[src/rtl/regbank_pkg.sv]
package regbank_pkg;
  localparam int HALF_W = 16;
  localparam int WORD_W = 2 * HALF_W;

  typedef logic [HALF_W-1:0] half_t;
  typedef logic [WORD_W-1:0] word_t;

  // merge the data half into the old value under the enable half
  function automatic half_t apply_bit_enables(half_t old_val, word_t wword);
    half_t en_bits;
    half_t dat_bits;
    en_bits  = wword[WORD_W-1:HALF_W];
    dat_bits = wword[HALF_W-1:0];
    return (old_val & ~en_bits) | (dat_bits & en_bits);
  endfunction
endpackage

[src/rtl/mask_reg.sv]
module mask_reg
  import regbank_pkg::*;
(
  input  logic  clk,
  input  logic  rst_n,
  input  logic  wr_en,
  input  word_t wr_word,
  output half_t q
);
  always_ff @(posedge clk or negedge rst_n) begin
    if (!rst_n)
      q <= '0;
    else if (wr_en)
      q <= apply_bit_enables(q, wr_word);
  end
endmodule

[src/rtl/ls_detect.sv]
module ls_detect #(
  parameter int LS_W        = 2,
  parameter int SYNC_STAGES = 2
) (
  input  logic            clk,
  input  logic            rst_n,
  input  logic [LS_W-1:0] ls_async,
  input  logic            arm,
  input  logic            clr,
  output logic            chg,
  output logic            flag,
  output logic            irq
);
  logic [LS_W-1:0] stage [SYNC_STAGES];
  logic [LS_W-1:0] prev_q;

  generate
    for (genvar s = 0; s < SYNC_STAGES; s++) begin : g_sync
      if (s == 0) begin : g_first
        always_ff @(posedge clk or negedge rst_n) begin
          if (!rst_n) stage[0] <= '0;
          else        stage[0] <= ls_async;
        end
      end else begin : g_next
        always_ff @(posedge clk or negedge rst_n) begin
          if (!rst_n) stage[s] <= '0;
          else        stage[s] <= stage[s-1];
        end
      end
    end
  endgenerate

  always_ff @(posedge clk or negedge rst_n) begin
    if (!rst_n) prev_q <= '0;
    else        prev_q <= stage[SYNC_STAGES-1];
  end

  assign chg = (stage[SYNC_STAGES-1] != prev_q);

  // set has priority over clear
  always_ff @(posedge clk or negedge rst_n) begin
    if (!rst_n)             flag <= 1'b0;
    else if (chg && arm)    flag <= 1'b1;
    else if (clr)           flag <= 1'b0;
  end

  always_ff @(posedge clk or negedge rst_n) begin
    if (!rst_n) irq <= 1'b0;
    else        irq <= flag & arm;
  end
endmodule

[src/rtl/regbank_top.sv]
module regbank_top
  import regbank_pkg::*;
#(
  parameter int NUM_CFG = 4,
  parameter int ADDR_W  = 4,
  parameter int LS_W    = 2
) (
  input  logic                      clk,
  input  logic                      rst_n,
  input  logic                      req_valid,
  input  logic                      req_write,
  input  logic [ADDR_W-1:0]         req_addr,
  input  logic [31:0]               req_wdata,
  output logic                      rd_valid,
  output logic [31:0]               rd_data,
  input  logic [LS_W-1:0]           line_state,
  output logic [HALF_W*NUM_CFG-1:0] cfg_out,
  output logic                      irq
);
  localparam logic [ADDR_W-1:0] ADR_ARM  = ADDR_W'(NUM_CFG);
  localparam logic [ADDR_W-1:0] ADR_FLAG = ADDR_W'(NUM_CFG + 1);
  localparam logic [ADDR_W-1:0] ADR_CLR  = ADDR_W'(NUM_CFG + 2);

  half_t cfg_q [NUM_CFG];
  logic  wr_go;
  logic  rd_go;
  logic  arm_q;
  logic  clr_pulse;
  logic  ls_chg;
  logic  flag_q;
  word_t rd_next;

  assign wr_go = req_valid & req_write;
  assign rd_go = req_valid & ~req_write;

  generate
    for (genvar k = 0; k < NUM_CFG; k++) begin : g_cfg
      mask_reg u_reg (
        .clk    (clk),
        .rst_n  (rst_n),
        .wr_en  (wr_go && (req_addr == ADDR_W'(k))),
        .wr_word(req_wdata),
        .q      (cfg_q[k])
      );
      assign cfg_out[HALF_W*k +: HALF_W] = cfg_q[k];
    end
  endgenerate

  // arm bit: bit 0, gated by its enable bit 16
  always_ff @(posedge clk or negedge rst_n) begin
    if (!rst_n)
      arm_q <= 1'b0;
    else if (wr_go && req_addr == ADR_ARM && req_wdata[HALF_W])
      arm_q <= req_wdata[0];
  end

  assign clr_pulse = wr_go && (req_addr == ADR_CLR) && req_wdata[HALF_W] && req_wdata[0];

  ls_detect #(.LS_W(LS_W), .SYNC_STAGES(2)) u_det (
    .clk     (clk),
    .rst_n   (rst_n),
    .ls_async(line_state),
    .arm     (arm_q),
    .clr     (clr_pulse),
    .chg     (ls_chg),
    .flag    (flag_q),
    .irq     (irq)
  );

  always_comb begin
    rd_next = '0;
    for (int i = 0; i < NUM_CFG; i++)
      if (req_addr == ADDR_W'(i)) rd_next[HALF_W-1:0] = cfg_q[i];
    if (req_addr == ADR_ARM)  rd_next[0] = arm_q;
    if (req_addr == ADR_FLAG) rd_next[0] = flag_q;
  end

  always_ff @(posedge clk or negedge rst_n) begin
    if (!rst_n) begin
      rd_valid <= 1'b0;
      rd_data  <= '0;
    end else begin
      rd_valid <= rd_go;
      rd_data  <= rd_go ? rd_next : '0;
    end
  end
endmodule

[config.mk]
export PLATFORM = sky130hd
export DESIGN_NAME = regbank_top
export DESIGN_NICKNAME = d
export VERILOG_FILES = /design/src/rtl/regbank_pkg.sv /design/src/rtl/mask_reg.sv /design/src/rtl/ls_detect.sv /design/src/rtl/regbank_top.sv
export SDC_FILE = /design/constraint.sdc
export NUM_CORES = 1
export LEC_CHECK = 0
export BUFFER_PORTS_ARGS = -buffer_cell sky130_fd_sc_hd__buf_2
export CAP_MARGIN = 20
export CORE_MARGIN = 2
export CORE_UTILIZATION = 50
export DETAILED_ROUTE_END_ITERATION = 8
export MAX_ROUTING_LAYER = met4
export PLACE_DENSITY = 0.9
export SLEW_MARGIN = 20
export SYNTH_ARGS = -nofsm -noshare
export SYNTH_HDL_FRONTEND = slang
export SYNTH_SLANG_ARGS = --single-unit
[constraint.sdc]
create_clock -name clk -period 1 [get_ports clk]
set_clock_uncertainty 0.05 [all_clocks]
set_input_delay 0.2 -clock clk [delete_from_list [all_inputs] [get_ports clk]]
set_output_delay 0.2 -clock clk [all_outputs]
set_load 0.05 [all_outputs]
==> run metrics <==
drt first pass iters 7; Port Buffers 123; DP HPWL 8.116 mm; Longest Clk Path Bufs 2; routed length per instance 23.24 um; Routed Antenna Nets 0; CORE AREA 8134 um2; Worst Hold Launch req_wdata[9]; GRT Util Overall 32.44%; Hold WS 0.06646 ns; Ports 140; critical path data required time 1.19 ns; CTS tree built; layout cells sized above 1 69.09%; synthesized cell area 4164 um2; CP Capture Type flop; final core utilization 87.23%; Placement Setup Slack -0.6694 ns; number of hold violations in the final report 0; worst setup margin -0.3079 ns; outcome finished with violations; DRC Markers 0; wire length of the first global-routing pass 21.06 mm; Cell Count, Final, Fillers Out 711; nets 642; Slew Limit Fails 0; CP Launch Type input pin; clk_lat worst skew 0.36 ns; Post-Route WL 16.52 mm; highest-count cells in the layout ignoring fill and taps buf_6, buf_4, dfrtp_1, mux2_2, nand2_1; failing checks negative setup slack; #FFs+latches synth 90; largest net degree at the start of global routing 29; Synth top area share 54.09%; Lkg Pwr 3.428 nW; Root Driver clkbuf_8; crit share post-route 130.8%; Hold Path Cell Cnt 2; min Tclk post-route 1.308 ns; fmax 0.7646 GHz; synthesized area per cell 11.38 um2; Iter 0 DRT Violations 242; die height 95.26 um; Area contributors post-synth dfrtp_1, mux2_2, nand2_1, mux2_4, buf_4; global-route congestion overflow total 0; vias in the first global route 4102; maximum vdd drop 0.001074 V; final instance area 7096 um2; FF-to-FF End rd_data[2]; worst-path maximum fanout 10; # H-tree levels 3; Die Footprint 9074 um2; CTS Sinks 90; initial core utilization 51.19%; Placed Cells 615; critical path class in -> reg; Area growth syn-to-layout 70.40%; chip width 95.26 um; number of CTS-inserted buffers 9; RSZ-0062 raised after global routing yes; register area share after synthesis 54.09%; Hold WC Path Type in -> reg; Max-Cap Viols 0; commonest non-fill, non-tap cell in the layout buf_6; initial antenna violation count 0; Rows 33; gpl congestion 0.9137; reg2reg path depth 5; Synth cell types 34; Setup-failing EPs final 162; DR vias/cell 5.865; area leader, netlist dfrtp_1; critical path data arrival time 1.50 ns; power density over the cells 1630 nW/um2; Clock Pin Slew Worst Setup and Hold Paths 0.11 ns; area post-placement 5216 um2; via count 4170; worst reg2reg setup slack -0.13 ns; warnings from Yosys 0; Synth Instances 366
## how the worst max path moves through the flow
stage                      end  slack (ns)         from  cells after the start
after floorplan           flop       -0.69  req_addr[1]                      7
after global placement    flop       -0.59  req_addr[0]                      6
after detailed placement  flop       -0.67  req_addr[0]                      6
after CTS                 flop       -0.23  req_addr[0]                      6
after global routing      flop       -0.33  req_addr[0]                      6
final                     flop       -0.31  req_addr[0]                      6
## timing repair
action                                  in CTS  in global routing
endpoints found under the setup margin     149                164
hold buffers                                 3                  0
resized for setup                          218                 93
gates cloned                                 2                  0
pin swaps                                   19                 29
setup buffers                               63                 14
endpoints found under the hold margin       92                  0
## synthesized netlist by cell type, drive strengths merged
master   number
a21o          1
a21oi        16
and2          1
and3          2
buf          24
clkbuf        9
conb          1
dfrtp        90
inv           8
mux2         64
mux2i         1
nand2        81
nand2b        8
nand3b        1
nand4         1
nand4b        1
nand4bb       1
nor2          2
nor2b        11
nor3          1
nor4          2
nor4b         1
o2111ai       6
o21ai        19
o221ai       10
o41ai         1
or2           1
xor2          2
## report_power, final
group / switching (mW) / leakage [nW] / total (mW) / internal (mW)
Combinational: 2.48 / 2.15 / 4.29 / 1.81
Clock: 1.45 / 0.111 / 2.88 / 1.43
Sequential: 0.363 / 1.17 / 4.40 / 4.03
Total: 4.29 / 3.43 / 11.6 / 7.28
## layer usage
layer  wire, um  part of all wire, %  track usage (%)  up-vias
met2       8680                   53            55.28      315
met4        822                  5.0            16.91        0
li1           -                    -                -     1706
met1       5739                   35            36.18     2064
met3       1280                  7.7            6.166       85
met5          0                    0                -        -
## through the flow
| step | total power [mW] | setup TNS [ns] |
|---|---|---|
| floorplan | 6.373 | -31.39 |
| global placement | 7.142 | -40.23 |
| detailed placement | 7.222 | -44.10 |
| finish | 11.57 | -28.94 |
| global route | 11.84 | -32.40 |
| CTS | 11.02 | -23.51 |
## worst max-delay path: stages
cell     delay (ns)
buf_8          0.10
or2_4          0.26
nor4_4         0.28
buf_6          0.21
nand2_1        0.11
mux2_4         0.33
## cells by family (layout without fill, tap and decap cells)
kind of cell / after synthesis / after routing / share of synthesized area (%)
multiplexers: 65 / 65 / 18.45
other: 1 / 17 / 0.09006
AO/OA/AOI/OAI: 53 / 53 / 7.963
buffers and inverters: 41 / 265 / 5.889
AND/OR/NAND/NOR: 114 / 114 / 13.10
XOR/XNOR: 2 / 2 / 0.4207
flip-flops: 90 / 90 / 54.09
## layout make-up
class / instances / area, um2
Fill cell: 338 / 1039
Timing Repair Buffer: 241 / 2292
Antenna cell: 1 / 2.502
Sequential cell: 90 / 2272
Clock buffer: 9 / 123.9
Tap cell: 105 / 131.4
Clock inverter: 7 / 101.3
Inverter: 8 / 30.03
Multi-Input combinational cell: 250 / 2142
Note: power is estimated with default switching activity, not from simulation.
